`src/rtl/pegd_pkg.sv`:
```
package pegd_pkg;
    typedef enum logic [1:0] {
        ST_IDLE  = 2'd0,
        ST_WATCH = 2'd1,
        ST_DONE  = 2'd2
    } pegd_state_e;
endpackage

```
`src/rtl/pegd_chan_mux.sv`:
```
module pegd_chan_mux #(
    parameter int CHANNELS = 2,
    parameter int POS_W    = 10,
    parameter int CH_W     = 1
) (
    input  logic [CHANNELS*POS_W-1:0] pos_flat_i,
    input  logic [CH_W-1:0]           sel_i,
    output logic [POS_W-1:0]          pos_o
);
    logic [POS_W-1:0] lanes [CHANNELS];

    for (genvar g = 0; g < CHANNELS; g++) begin : g_lane
        assign lanes[g] = pos_flat_i[g*POS_W +: POS_W];
    end

    assign pos_o = lanes[sel_i];
endmodule

```
`src/rtl/pegd_ring_delta.sv`:
```
module pegd_ring_delta #(
    parameter int DEPTH       = 960,
    parameter int POS_W       = 10,
    parameter int BUSY_THRESH = 3
) (
    input  logic [POS_W-1:0] cur_i,
    input  logic [POS_W-1:0] base_i,
    output logic [POS_W-1:0] delta_o,
    output logic             active_o
);
    localparam logic [POS_W-1:0] DEPTH_LO = POS_W'(DEPTH);

    logic [POS_W-1:0] raw;

    always_comb begin
        raw = cur_i - base_i;
        if (cur_i >= base_i) begin
            delta_o = raw;
        end else begin
            delta_o = raw + DEPTH_LO;
        end
        active_o = delta_o > POS_W'(BUSY_THRESH);
    end

    // an advance between two in-ring positions stays inside the ring
    always_comb begin
        if (32'(cur_i) < DEPTH && 32'(base_i) < DEPTH) begin
            a_r8_delta_in_ring: assert (32'(delta_o) < DEPTH);
        end
    end
endmodule

```
`src/rtl/pegd_end_judge.sv`:
```
module pegd_end_judge #(
    parameter int TIME_W      = 20,
    parameter int TOTAL_W     = 24,
    parameter int EDGE_W      = 16,
    parameter int QUIET_US    = 20,
    parameter int NOISE_SHIFT = 8
) (
    input  logic [TIME_W:0]    t_now_i,
    input  logic [TIME_W:0]    t_gap_i,
    input  logic [TOTAL_W-1:0] total_i,
    input  logic [EDGE_W-1:0]  min_edges_i,
    output logic               quiet_o,
    output logic               count_o
);
    localparam int CMP_W = ((TOTAL_W > TIME_W + 1) ? TOTAL_W : TIME_W + 1) + 2;

    logic [TIME_W:0]  since_gap;
    logic [CMP_W-1:0] need;

    always_comb begin
        since_gap = t_now_i - t_gap_i;
        quiet_o   = since_gap > (TIME_W+1)'(QUIET_US);
        need      = CMP_W'(min_edges_i) + CMP_W'(t_now_i >> NOISE_SHIFT);
        count_o   = CMP_W'(total_i) >= need;
    end
endmodule

```
`src/rtl/pegd_gap_detector.sv`:
```
module pegd_gap_detector
    import pegd_pkg::*;
#(
    parameter int CHANNELS    = 2,
    parameter int BUF_DEPTH   = 960,
    parameter int EDGE_W      = 16,
    parameter int TIME_W      = 20,
    parameter int TOTAL_W     = 24,
    parameter int BUSY_THRESH = 3,
    parameter int QUIET_US    = 20,
    parameter int NOISE_SHIFT = 8,
    localparam int POS_W      = $clog2(BUF_DEPTH),
    localparam int CH_W       = (CHANNELS > 1) ? $clog2(CHANNELS) : 1
) (
    input  logic                      clk,
    input  logic                      rst_n,
    input  logic                      start_i,
    input  logic [CH_W-1:0]           chan_i,
    input  logic [EDGE_W-1:0]         min_edges_i,
    input  logic [TIME_W-1:0]         timeout_us_i,
    input  logic                      us_tick_i,
    input  logic [CHANNELS*POS_W-1:0] edge_pos_i,
    output logic                      busy_o,
    output logic                      done_o,
    output logic                      timed_out_o
);
    pegd_state_e        state_q, state_d;
    logic [CH_W-1:0]    chan_q;
    logic [EDGE_W-1:0]  min_q;
    logic [TIME_W-1:0]  limit_q;
    logic [TIME_W:0]    elapsed_q, gap_t_q, t_next;
    logic [POS_W-1:0]   base_q;
    logic [TOTAL_W-1:0] total_q;
    logic               to_q;

    logic [CH_W-1:0]    sel;
    logic [POS_W-1:0]   pos_sel, delta;
    logic               active, quiet, count_ok, over_limit, gap_mode;
    logic [TOTAL_W:0]   tot_sum;
    logic               accept, expire, settle;

    assign sel = (state_q == ST_IDLE) ? chan_i : chan_q;

    pegd_chan_mux #(.CHANNELS(CHANNELS), .POS_W(POS_W), .CH_W(CH_W)) u_mux (
        .pos_flat_i (edge_pos_i),
        .sel_i      (sel),
        .pos_o      (pos_sel)
    );

    pegd_ring_delta #(.DEPTH(BUF_DEPTH), .POS_W(POS_W), .BUSY_THRESH(BUSY_THRESH)) u_delta (
        .cur_i    (pos_sel),
        .base_i   (base_q),
        .delta_o  (delta),
        .active_o (active)
    );

    assign t_next     = elapsed_q + {{TIME_W{1'b0}}, 1'b1};
    assign over_limit = t_next > {1'b0, limit_q};
    assign gap_mode   = |min_q;
    assign tot_sum    = {1'b0, total_q} + (TOTAL_W+1)'(delta);

    pegd_end_judge #(
        .TIME_W(TIME_W), .TOTAL_W(TOTAL_W), .EDGE_W(EDGE_W),
        .QUIET_US(QUIET_US), .NOISE_SHIFT(NOISE_SHIFT)
    ) u_judge (
        .t_now_i     (t_next),
        .t_gap_i     (gap_t_q),
        .total_i     (total_q),
        .min_edges_i (min_q),
        .quiet_o     (quiet),
        .count_o     (count_ok)
    );

    // transition conditions
    assign accept = (state_q == ST_IDLE) && start_i;
    assign expire = (state_q == ST_WATCH) && us_tick_i && over_limit;
    assign settle = (state_q == ST_WATCH) && us_tick_i && !over_limit &&
                    gap_mode && !active && quiet && count_ok;

    // next state
    always_comb begin
        state_d = state_q;
        unique case (state_q)
            ST_IDLE:  if (accept) state_d = ST_WATCH;
            ST_WATCH: if (expire || settle) state_d = ST_DONE;
            ST_DONE:  state_d = ST_IDLE;
            default:  state_d = ST_IDLE;
        endcase
    end

    // state register
    always_ff @(posedge clk) begin
        if (!rst_n) begin
            state_q <= ST_IDLE;
        end else begin
            state_q <= state_d;
        end
    end

    // request capture and per-tick bookkeeping
    always_ff @(posedge clk) begin
        if (!rst_n) begin
            chan_q    <= '0;
            min_q     <= '0;
            limit_q   <= '0;
            elapsed_q <= '0;
            gap_t_q   <= '0;
            base_q    <= '0;
            total_q   <= '0;
            to_q      <= 1'b0;
        end else if (accept) begin
            chan_q    <= chan_i;
            min_q     <= min_edges_i;
            limit_q   <= timeout_us_i;
            elapsed_q <= '0;
            gap_t_q   <= '0;
            base_q    <= pos_sel;
            total_q   <= '0;
            to_q      <= 1'b0;
        end else if (state_q == ST_WATCH && us_tick_i) begin
            elapsed_q <= t_next;
            if (over_limit) begin
                to_q <= 1'b1;
            end else if (gap_mode && active) begin
                gap_t_q <= t_next;
                base_q  <= pos_sel;
                total_q <= tot_sum[TOTAL_W] ? {TOTAL_W{1'b1}} : tot_sum[TOTAL_W-1:0];
            end
        end
    end

    // outputs
    always_comb begin
        busy_o      = (state_q != ST_IDLE);
        done_o      = (state_q == ST_DONE);
        timed_out_o = to_q;
    end

    // done lasts a single cycle
    a_r9_done_single: assert property (@(posedge clk) disable iff (!rst_n)
        done_o |=> !done_o);
    // the result flag only changes on an accepted start or in WATCH
    a_r9_flag_held: assert property (@(posedge clk) disable iff (!rst_n)
        (state_q == ST_IDLE && !start_i) |=> $stable(timed_out_o));
    // a timeout is flagged only once elapsed time passes the limit
    a_r3_flag_after_limit: assert property (@(posedge clk) disable iff (!rst_n)
        $rose(timed_out_o) |-> (elapsed_q > {1'b0, limit_q}));
    // a burst end happens inside the limit
    a_r6_settle_in_limit: assert property (@(posedge clk) disable iff (!rst_n)
        (done_o && !timed_out_o) |-> (elapsed_q <= {1'b0, limit_q}));
    // a zero minimum only ever ends on the limit
    a_r4_zero_min_times_out: assert property (@(posedge clk) disable iff (!rst_n)
        (done_o && min_q == '0) |-> timed_out_o);
    // captured request stays put while busy
    a_r10_request_held: assert property (@(posedge clk) disable iff (!rst_n)
        (state_q != ST_IDLE) |=> ($stable(limit_q) && $stable(min_q) && $stable(chan_q)));
    // the running total never decreases within a wait
    a_r5_total_grows: assert property (@(posedge clk) disable iff (!rst_n)
        (state_q == ST_WATCH) |=> (total_q >= $past(total_q)));
endmodule

```
`config.mk`:
```
export PLATFORM = sky130hd
export DESIGN_NAME = pegd_gap_detector
export DESIGN_NICKNAME = d
export VERILOG_FILES = /design/src/rtl/pegd_pkg.sv /design/src/rtl/pegd_chan_mux.sv /design/src/rtl/pegd_ring_delta.sv /design/src/rtl/pegd_end_judge.sv /design/src/rtl/pegd_gap_detector.sv
export SDC_FILE = /design/constraint.sdc
export NUM_CORES = 1
export LEC_CHECK = 0
export BUFFER_PORTS_ARGS = -buffer_cell sky130_fd_sc_hd__buf_2
export CAP_MARGIN = 0
export CORE_MARGIN = 2
export CORE_UTILIZATION = 50
export CTS_CLUSTER_SIZE = 16
export DETAILED_ROUTE_END_ITERATION = 10
export GPL_TIMING_DRIVEN = 0
export PLACE_DENSITY_LB_ADDON = 0.2
export SKIP_LAST_GASP = 1
export SLEW_MARGIN = 20
export SYNTH_ARGS = -nofsm -noshare
export SYNTH_HDL_FRONTEND = slang
export SYNTH_SLANG_ARGS = --single-unit
export TNS_END_PERCENT = 5
```
`constraint.sdc`:
```
create_clock -name clk -period 7.07 [get_ports clk]
set_input_delay 0.707 -clock clk [delete_from_list [all_inputs] [get_ports clk]]
set_output_delay 0.707 -clock clk [all_outputs]
set_load 0.05 [all_outputs]
```
## Word-level counts from Yosys, hierarchy flattened

Cells that the tools add are included.

- Register bits after elaboration: 116
- Input port bits: 61
- Output and inout bits: 3
- Logic and storage cells: 64

- $add $sub $neg: 6
- $lt $le $gt $ge: 6
- Equal/unequal tests: 5
- Mux-type cells: 13
- Bitwise logic cells: 3
- Reduce and logical (&&, ||, !) cells: 22

Operators with widths:

| kind | count |
|---|---|
| 10-bit two-way mux | 8 |
| 24-bit by 10-bit adder with 25-bit output | 1 |
| 24-bit by 17-bit >= comparator with 1-bit output | 1 |
| 24-bit two-way mux | 1 |
| 21-bit by 1-bit adder with 21-bit output, second input constant | 1 |
| 21-bit by 20-bit greater-than comparator with 1-bit output | 1 |
| 21-bit by 5-bit greater-than comparator with 1-bit output, second input constant | 1 |
| 21-bit subtractor | 1 |
| 16-bit by 13-bit adder with 17-bit output | 1 |
| 16-bit OR reduction | 1 |
| 10-bit adder, second input constant | 1 |
| 10-bit >= comparator | 1 |
| 10-bit by 2-bit greater-than comparator with 1-bit output, second input constant | 1 |
| 10-bit subtractor | 1 |
| 1-bit logical AND | 9 |
| 3-bit AND reduction | 2 |
| 2-bit nonzero test | 3 |
| 2-bit two-way mux | 2 |
| 2-bit by 1-bit != test with 1-bit output, second input constant | 2 |
| 2-bit case mux with 2 select lines | 1 |
| 2-bit AND reduction | 2 |
| 2-bit by 1-bit equality test with 1-bit output, second input constant | 1 |
| 2-bit equality test, second input constant | 1 |
| 2-bit >= comparator, second input constant | 1 |
| other kinds (8) | 10 |

## Depth between registers and ports, before layout

Gate-level depths: netlist of the first run.

- Depth in word-level cells: 17
- Gate-level depth with buffers: 26

## Hierarchy

Synthesis of the first run repeated with hierarchy kept, for this count alone.

- Cells, all modules: 1,123
- Area, all modules: 8,941.1 um2

Modules (own cells, without submodules):

| module | instances | cells an instance | area an instance (um2) | sequential area each (um2) |
|---|---|---|---|---|
| pegd_gap_detector | 1 | 700 | 5,745.5 | 2,322.2 |
| pegd_end_judge | 1 | 296 | 2,162.1 | 0.0 |
| pegd_ring_delta | 1 | 116 | 872.1 | 0.0 |
| pegd_chan_mux | 1 | 11 | 161.4 | 0.0 |

## Least setup slack after synthesis of the first run

OpenSTA, ideal clock, no wires.

- Path type: input -> register
- Start point: input chan_i
- End point: register total_q[1]
- Arrival time: 5.059 ns
- Required time: 6.936 ns
- Slack: 1.877 ns
- Stages on the path: 20
- Buffers on the path: 1
- Cell sequence: mux2i_1 mux2i_1 ha_1 inv_1 fa_1 a211o_1 nand2_1 a211oi_2 nor3_1 mux2_2 inv_1 ha_1 inv_1 o21bai_1 a41o_1 and2_1 nand2_1 clkbuf_1 nor3b_1 nor3_1

- Longest elaborated chain between the ends: 11

RTL lines:

| item | line | text |
|---|---|---|
| from (decl) | pegd_gap_detector.sv:18 | `input logic [CH_W-1:0] chan_i,` |
| 1-bit two-way mux * | pegd_gap_detector.sv:42 | `assign sel = (state_q == ST_IDLE) ? chan_i : chan_q;` |
| 1-bit NOT with 2-bit output (not written as such) * | pegd_chan_mux.sv:16 | `assign pos_o = lanes[sel_i];` |
| 10-bit two-way mux (not written as such) * (3 in a row) | pegd_chan_mux.sv:16 |  |
| 10-bit subtractor | pegd_ring_delta.sv:16 | `raw = cur_i - base_i;` |
| 10-bit adder | pegd_ring_delta.sv:20 | `delta_o = raw + DEPTH_LO;` |
| 10-bit two-way mux * | pegd_ring_delta.sv:17 | `if (cur_i >= base_i) begin` |
| branches (longest 3 deep; another with 24-bit by 10-bit adder with 25-bit output) | - |  |
| to (signal assigned) | pegd_gap_detector.sv:127 | `total_q <= tot_sum[TOTAL_W] ? {TOTAL_W{1'b1}} : tot_sum[TOTAL_W-1:0];` |
| to (decl) | pegd_gap_detector.sv:33 | `logic [TOTAL_W-1:0] total_q;` |

Every way passes the cells marked *. The select of a mux whose other input is x is not followed.
A chain may end at the register's enable or synchronous reset.

## Final worst setup path of the first run

- Start point: register elapsed_q[0]
- End point: register state_q[0]

- Longest elaborated chain between the ends: 11

RTL lines:

| item | line | text |
|---|---|---|
| from (decl) | pegd_gap_detector.sv:31 | `logic [TIME_W:0] elapsed_q, gap_t_q, t_next;` |
| from (signal assigned) | pegd_gap_detector.sv:121 | `elapsed_q <= t_next;` |
| 21-bit by 1-bit adder with 21-bit output * | pegd_gap_detector.sv:57 | `assign t_next = elapsed_q + {{TIME_W{1'b0}}, 1'b1};` |
| named net t_next[10] | pegd_gap_detector.sv:31 |  |
| branches (longest 7 deep; another with 21-bit subtractor) | - |  |
| 1-bit logical OR * | pegd_gap_detector.sv:85 | `ST_WATCH: if (expire \|\| settle) state_d = ST_DONE;` |
| 2-bit by 1-bit != test with 1-bit output (no source line) * | - |  |
| 2-bit AND reduction (no source line) * | - |  |
| to (signal assigned) | pegd_gap_detector.sv:96 | `state_q <= state_d;` |
| to (decl) | pegd_gap_detector.sv:27 | `pegd_state_e state_q, state_d;` |

Mark *: on every way through the listed nets, which the timed path passes.

==> results of run 1 <==
==> state kept, by name, summed over array words and instances, names as in the netlist <==
register,flops
total_q,24
elapsed_q,21
gap_t_q,21
limit_q,20
min_q,16
base_q,10
state_q,2
chan_q,1
timed_out_o,1
==> worst max-delay path, cell delays in order (launching register included) <==
cell and delay (ps):
dfxtp_1 500, ha_1 260, nand3_1 190, or2_2 340, clkbuf_1 170, nor2_1 240, xor2_1 570, ha_1 390
a21o_1 170, a21oi_1 260, o21bai_1 130, a211o_1 330, a31o_2 220, o41ai_1 450, o21bai_1 160, nand2_1 110
xor2_1 70, ha_1 300, nand3_1 80, nor2_1 140, o21ai_0 110, nand4_1 110, a31oi_1 80, o31ai_1 370
nand2_1 100, o21a_1 190
==> report_power, final <==
group	internal [mW]	switching, mW	leakage (nW)	total (mW)
logic	0.303	0.427	3.14	0.731
registers	0.690	0.0235	0.944	0.713
clock network	0.530	0.338	0.279	0.867
==> area by class of cell <==
class / count / area (um2) / area share [%]
inverters: 83 / 312 / 3.12
plain buffers: 44 / 206 / 2.07
well taps: 225 / 282 / 2.82
repair buffers: 63 / 315 / 3.16
clock inverters: 14 / 153 / 1.53
flip-flops and latches: 116 / 2320 / 23.3
clock buffers: 18 / 439 / 4.40
multi-input cells: 875 / 5960 / 59.7
==> routing by layer <==
metal,vias to the layer above,global-route usage [%]
met4,0,6.19
met2,179,38.8
met1,3692,35.9
met3,19,4.07
met5,-,0
li1,4125,-
==> cells by family after synthesis <==
logic type	after synthesis
fa+ha+maj	96
mux	18
compound gates	294
buf+inv	127
xor+xnor	67
simple gates	400
flops	116
==> worst max-delay path by stage <==
stage                                    to  slack, ps
global placement    total_q[8]$_SDFFE_PP0P_        920
floorplan           total_q[1]$_SDFFE_PP0P_       1880
CTS                 total_q[8]$_SDFFE_PP0P_        970
finish              state_q[0]$_SDFFE_PN0P_        930
detailed placement  total_q[8]$_SDFFE_PP0P_        850
global route        total_q[8]$_SDFFE_PP0P_        430
==> through the flow <==
stage,power [mW],hold WS (ps),utilization (%),setup slack [ps]
4_1_cts,2.32,467,57.9,965
2_1_floorplan,1.28,435,-,1880
6_report,2.31,463,57.9,931
3_3_place_gp,1.44,445,54.5,919
5_1_grt,2.45,486,57.9,428
3_5_place_dp,1.45,459,54.5,845
==> cells in the final DEF, fill, tap and decap left out, types with 5 or more instances in the layout <==
master     count
a211o_1        5
a211oi_1      28
a21boi_0      39
a21o_1        23
a21oi_1       77
a311oi_1       6
a31oi_1       13
and2_1        18
and3_1        13
buf_2         72
buf_4          6
clkbuf_1      26
clkbuf_16     17
dfxtp_1      116
ha_1          92
inv_1         83
mux2_2        11
mux2i_1        7
nand2_1      145
nand2b_1       7
nand3_1       29
nand4_1       14
nor2_1        95
nor2b_1       17
nor3_1        15
nor3b_1        6
nor4_1        10
o211a_1       11
o211ai_1       7
o21a_1        10
o21ai_0       32
o21bai_1      11
or3_1         10
xnor2_1       33
xor2_1        33
==> metrics, run 1 <==
outcome completed; first-pass GRT wire length 36700 um; final setup violation count 0; Top Metal Used met4; final net count between 1000 and 1500; Hold-fix buffers, CTS 0; main combinational cell family by area after synthesis compound AO/OA/AOI/OAI gates; share of cells above drive strength 1 a little under an eighth; cell accounting for the most synthesized area dfxtp_1; TNS Setup 0 ps; Crit. End Element flip-flop; num ports 64; H-tree depth 4; placed cells 1406; final instance area 0.00999 mm2; post-CTS setup buffer count 0; fin. max-slew vios 0; Crit Path Class flip-flop to flip-flop; I/O Buffers 63; dpl hpwl roughly 18000 um; Hold Path Class flip-flop to flip-flop; Post-DP Area roughly 0.0094 mm2; crit path DAT 6450 ps; Clock Skew 8.08 ps; Synth Cell Area 0.00880 mm2; RSZ-0062 raised after global routing false; Via density around 5.6; # diodes 0; r2r worst-path depth 25; Synth Area in Adders 14.0%; Detailed Route Iter0 Violations 524; R2R setup slack 930 ps; Worst Hold Path EP limit_q[8]$_SDFFE_PN0P_; initial antenna violation count 0; CP max FO 7; site row count between 40 and 50; routed wl met3 971 um; core area 0.0172 mm2; Tmin final 6140 ps; Met1 Wirelength 11400 um; syn_nets 1275; Via Count 8015; largest net degree at the start of global routing 17; root buf cell clkbuf_16; Post-Synth XOR/XNOR Area 6.84%; Routed Wire Length 22300 um; simple-gate share of the synthesized area a little over a fifth; peak supply drop 172 uV; Syn Area/Cell between 7 and 8 um2; Die X 137 um; vias in the first global route 7304; CTS tree done; Yosys warnings 0; asr flop ratio synth 0%; Wirelength per Cell 15.5 um; Num CTS Buffers 17; Fin. Hold Viols 0; Initial Utilization 51.0%; number of synthesized flops with an enable pin 0; FF-to-FF Start elapsed_q[0]$_SDFFE_PP0P_; Max-cap violations 0; Non-Filler Instances ~1400; # DRC 0; share of the synthesized area in the top cell type 26.4%; Worst Hold Depth 2; Post-synth top cells nand2_1 (145), dfxtp_1 (116), nor2_1 (95); CP required around 7400 ps; drt pass-1 iters 5; Worst R2R End state_q[0]$_SDFFE_PN0P_; post-synthesis compound-gate area fraction 23.0%; Num Clock Sinks 116; Total GRT Usage 25.0%; filler cell count approximately 1600; Crit. Startpoint elapsed_q[0]$_SDFFE_PP0P_; critical path launch point type flip-flop; library cells used by synthesis 67; largest cells by area after synthesis dfxtp_1 (26%), ha_1 (13%), nand2_1 (6.2%); total global routing overflow 0; Die Area between 0.015 and 0.02 mm2; Min-Delay Startpoint limit_q[8]$_SDFFE_PN0P_; Slew @ Worst Pin 1000 ps; multiplexer share of the synthesized area 2.20%; Post-synth top flop dfxtp_1; area delta synth->final 13.5%; DR WL met2 between 9000 and 10000 um; count leader, synth nand2_1; clock latency on the worst-skew pair 420 ps; P per Cell Area 231 mW/mm2; Tcrit/Tclk final 86.8%; leakage 4.36 nW; post-CTS resize count 0; Die Height 137 um; antenna-violating nets left 0; Synth Instances 1118; clk slew on worst S/H paths 60 ps; placer congestion estimate 0.860; Longest Clk Path Bufs 2; Peak Freq 163 MHz; #FFs+latches synth ~120; register area share after synthesis 26.4%; slew margin rel. 31.4%
(Power assumes the default switching activity.)
==> run 2, diff against run 1 <==
CORE_UTILIZATION = 55   (was 50)
==> run 2 against run 1 <==
  * Non-clock buffer count did not move
  * Sequential share of layout area barely moved
  * Sequential power barely moved
==> metrics, run 2 (synthesized netlist as in run 1, its figures left out) <==
busiest grt layer met2; met3 GRT Util 4.56%; FF-to-FF Start elapsed_q[0]$_SDFFE_PP0P_; most common cell after layout, fill and taps aside nand2_1; Die X 130 um; post-CTS resize count 0; Initial Utilization 55.8%; Crit Path Class flip-flop to flip-flop; critical path launch point type flip-flop; Min-Delay Startpoint base_q[0]$_SDFFE_PN0P_; Crit. Startpoint elapsed_q[0]$_SDFFE_PP0P_; final setup violation count 0; root buf cell clkbuf_16; clk slew on worst S/H paths 60 ps; Via Count 8116; commonest cells after routing, fill and taps aside nand2_1 (145), dfxtp_1 (116), nor2_1 (95), ha_1 (92), inv_1 (83); first-pass GRT wire length 36200 um; final net count roughly 1400; worst stage delay on the critical path 520 ps; Hold-fix buffers, CTS 0; Setup crit end state_q[0]$_SDFFE_PN0P_; initial antenna violation count 0; met2 Use GR 41.5%; worst path buffer plus inverter count 1; I/O Buffers 63; r2r worst-path depth 25; Num CTS Buffers 17; antenna-violating nets left 0; dpl hpwl 17300 um; Tcrit/Tclk final 86.5%; Worst path slowest cell dfxtp_1; area delta synth->final 13.4%; Peak Freq 164 MHz; Via density 5.69; Num Clock Sinks 116; CP required 7390 ps; Crit. End Element flip-flop; Post-DP Area about 0.0094 mm2; Die Area 0.0170 mm2; max reg flops 24; Hold Path Class flip-flop to flip-flop; peak supply drop 181 uV; Worst R2R End state_q[0]$_SDFFE_PN0P_; Die Height 130 um; CTS tree done; Detailed Route Iter0 Violations 471; RSZ-0062 raised after global routing false; CP max FO 7; cell family with most CP delay compound AO/OA/AOI/OAI gates; P per Cell Area 231 mW/mm2; num ports 64; outcome completed; Tmin final 6110 ps; core area 0.0158 mm2; placer congestion estimate between 0.8 and 0.9; slew margin rel. around 38%; Largest Register total_q; total global routing overflow 0; drt pass-1 iters 6; Wirelength per Cell 15.6 um; Worst path depth 25; largest net degree at the start of global routing 17; clock latency on the worst-skew pair 420 ps; fin. max-slew vios 0; H-tree depth 4; # diodes 0; TNS Setup 0 ps; crit path DAT around 6400 ps; Largest regs total_q x24, elapsed_q x21, gap_t_q x21; met1 usage 38.7%; vias in the first global route approximately 7400; post-CTS setup buffer count 0; # DRC 0; Longest Clk Path Bufs 2; Clock Skew between 7 and 8 ps; most used cell, CP ha_1; R2R setup slack 960 ps; Total GRT Usage 27.0%; Routed Wire Length 22300 um; Slew @ Worst Pin 925 ps; share of cells above drive strength 1 11.2%; Max-cap violations 0; site row count 46; leakage between 4 and 5 nW; final instance area 0.00997 mm2; Fin. Hold Viols 0
run 2: cell count changes in the layout (fill, tap and decap cells not counted), sizes merged:
cell	change
clkinvlp	-1
inv	-2
clkinv	-3
clkbuf	+4
run 2: metal layers:
metal / up-vias / share of wire [%]
met3: 42 / 5.5
met5: - / 0
li1: 4118 / -
met2: 223 / 43
met1: 3733 / 49
met4: 0 / 2.1
run 2: report_power, final:
part,switching (mW),internal (mW),total (mW)
combinational,0.431,0.304,0.735
clock,0.309,0.551,0.860
sequential,0.0220,0.690,0.712
total,0.763,1.54,2.31
run 2: how the worst min path moves through the flow:
stage	end	slack (ps)	cells past startpoint
2_1_floorplan	base_q[0]$_SDFFE_PN0P_	440	2
3_3_place_gp	base_q[0]$_SDFFE_PN0P_	440	2
3_5_place_dp	base_q[0]$_SDFFE_PN0P_	450	2
4_1_cts	base_q[0]$_SDFFE_PN0P_	460	2
5_1_grt	base_q[0]$_SDFFE_PN0P_	490	2
6_report	base_q[0]$_SDFFE_PN0P_	460	2
run 2: per-stage QoR:
step | setup WS [ps] | utilization [%] | hold slack [ps] | instances | power (mW)
3_3_place_gp | 872 | 59.5 | 443 | 1397 | 1.44
4_1_cts | 903 | 63.2 | 461 | 1427 | 2.31
5_1_grt | 570 | 63.2 | 486 | 1427 | 2.43
2_1_floorplan | 1880 | - | 435 | 1118 | 1.28
3_5_place_dp | 814 | 59.5 | 453 | 1397 | 1.45
6_report | 957 | 63.2 | 456 | 1427 | 2.31
run 2: final cells by class:
type / instances / area, um2
multi-input combinational: 875 / 5960
fill: 1442 / 5800
sequential: 116 / 2320
tap: 216 / 270
clock inverter: 8 / 101
timing repair buffer: 63 / 315
buffer: 44 / 206
inverter: 83 / 312
clock buffer: 22 / 484
run 2: worst register-to-register path, stage by stage, from the launching register on:
cell and delay (ps):
dfxtp_1 520, ha_1 260, nand3_1 170, or2_2 340, clkbuf_1 170, nor2_1 250, xor2_1 500, ha_1 380
a21o_1 170, a21oi_1 240, o21bai_1 120, a211o_1 330, a31o_2 220, o41ai_1 440, o21bai_1 150, nand2_1 120
xor2_1 80, ha_1 310, nand3_1 70, nor2_1 150, o21ai_0 120, nand4_1 130, a31oi_1 90, o31ai_1 380
nand2_1 100, o21a_1 180
==> run 3, diff against run 2 <==
CORE_UTILIZATION = 62   (was 55)
==> run 3 against run 2 <==
  * Sequential power is essentially flat
  * Cell area shrank 0.36%
  * Non-clock buffer count is the same
  * Highest routed layer unchanged
==> metrics, run 3 (synthesized netlist as in run 1, its figures left out) <==
most used cell, CP ha_1; Worst path slowest cell xor2_1; Post-DP Area 0.00934 mm2; dpl hpwl 17100 um; Worst Hold Path EP limit_q[6]$_SDFFE_PN0P_; final instance area 0.00994 mm2; Clock Skew approximately 12 ps; first-pass GRT wire length approximately 36000 um; Largest Register total_q; Wirelength per Cell between 15 and 20 um; clock latency on the worst-skew pair 430 ps; Num CTS Buffers 17; placer congestion estimate 0.929; commonest cells after routing, fill and taps aside nand2_1 (145), dfxtp_1 (116), nor2_1 (95), ha_1 (92), inv_1 (83); placed cells 1361; final core occ between 70% and 80%; r2r worst-path depth 25; Worst R2R End state_q[1]$_SDFFE_PN0P_; share of cells above drive strength 1 11.4%; Non-Filler Instances roughly 1400; Hold-fix buffers, CTS 0; num ports 64; Peak Freq 164 MHz; core area 0.0139 mm2; area delta synth->final 12.9%; FF-to-FF Start elapsed_q[0]$_SDFFE_PP0P_; critical path launch point type flip-flop; total global routing overflow 0; P per Cell Area around 230 mW/mm2; Hold Path Class flip-flop to flip-flop; H-tree depth 4; WHS 463 ps; Final Power 2.32 mW; Die Height approximately 120 um; cell family with most CP delay compound AO/OA/AOI/OAI gates; Place WS 886 ps; fin. max-slew vios 0; leakage roughly 4.3 nW; Max-cap violations 0; Die X 123 um; Slew @ Worst Pin roughly 850 ps; CP max FO 7; site row count 43; Crit Path Class flip-flop to flip-flop; # DRC 0; Tmin final between 6000 and 7000 ps; Total GRT Usage 30.6%; Via density approximately 6; Min-Delay Startpoint limit_q[6]$_SDFFE_PN0P_; peak supply drop ~190 uV; worst stage delay on the critical path 540 ps; Detailed Route Iter0 Violations about 710; Final WS setup 972 ps; post-CTS setup buffer count 0; Fin. Hold Viols 0; drt pass-1 iters 6; Tcrit/Tclk final 86.3%; Longest Clk Path Bufs 2; outcome completed; vias in the first global route around 7600; # diodes 0; largest net degree at the start of global routing 17; initial antenna violation count 0; final setup violation count 0; Num Clock Sinks 116; Routed Wire Length 22200 um; root buf cell clkbuf_16; Die Area 0.0152 mm2; most common cell after layout, fill and taps aside nand2_1; TNS Setup 0 ps; worst path buffer plus inverter count 1; post-CTS resize count 0; slew margin rel. 42.8%; crit path DAT 6370 ps; max reg flops 24; Via Count 8216; Largest regs total_q x24, elapsed_q x21, gap_t_q x21; CP required 7350 ps; R2R setup slack approximately 1000 ps; I/O Buffers 63; clk slew on worst S/H paths 50 ps; antenna-violating nets left 0; RSZ-0062 raised after global routing false; Initial Utilization 63.4%; Crit. End Element flip-flop; final net count ~1400; CTS tree done; Worst Hold Depth 2
run 3: worst max-delay path by stage:
| stage | start | endpoint | slack (ps) | cells after the start |
|---|---|---|---|---|
| finish | elapsed_q[0]$_SDFFE_PP0P_ | state_q[1]$_SDFFE_PN0P_ | 970 | 25 |
| global route | elapsed_q[0]$_SDFFE_PP0P_ | state_q[1]$_SDFFE_PN0P_ | 530 | 25 |
| CTS | state_q[0]$_SDFFE_PN0P_ | total_q[8]$_SDFFE_PP0P_ | 1020 | 22 |
| detailed placement | chan_i | total_q[8]$_SDFFE_PP0P_ | 890 | 22 |
| global placement | chan_i | total_q[8]$_SDFFE_PP0P_ | 920 | 22 |
| floorplan | chan_i | total_q[1]$_SDFFE_PP0P_ | 1880 | 20 |
run 3: layout make-up:
cell class	count	area (um2)
Multi-Input combinational cell	875	5960
Sequential cell	116	2320
Inverter	83	312
Tap cell	180	225
Clock inverter	13	151
Clock buffer	19	443
Fill cell	1121	3940
Buffer	44	206
Timing Repair Buffer	63	315
run 3: power breakdown:
part           internal (mW)  switching, mW  leakage [nW]
clock                  0.532          0.336         0.270
sequential             0.690         0.0230         0.944
combinational          0.305          0.432          3.13
total                   1.53          0.791          4.35
run 3: routing by layer:
| metal | global-route usage (%) | wire length (um) |
|---|---|---|
| met1 | 42.1 | 10200 |
| met2 | 47.6 | 9690 |
| met3 | 6.64 | 1800 |
| met4 | 10.5 | 539 |
| met5 | 0 | 0 |
run 3: worst min-delay path: stages (launching register included):
cell and delay [ps]:
dfxtp_1 300, nand2_1 40, a21boi_0 60
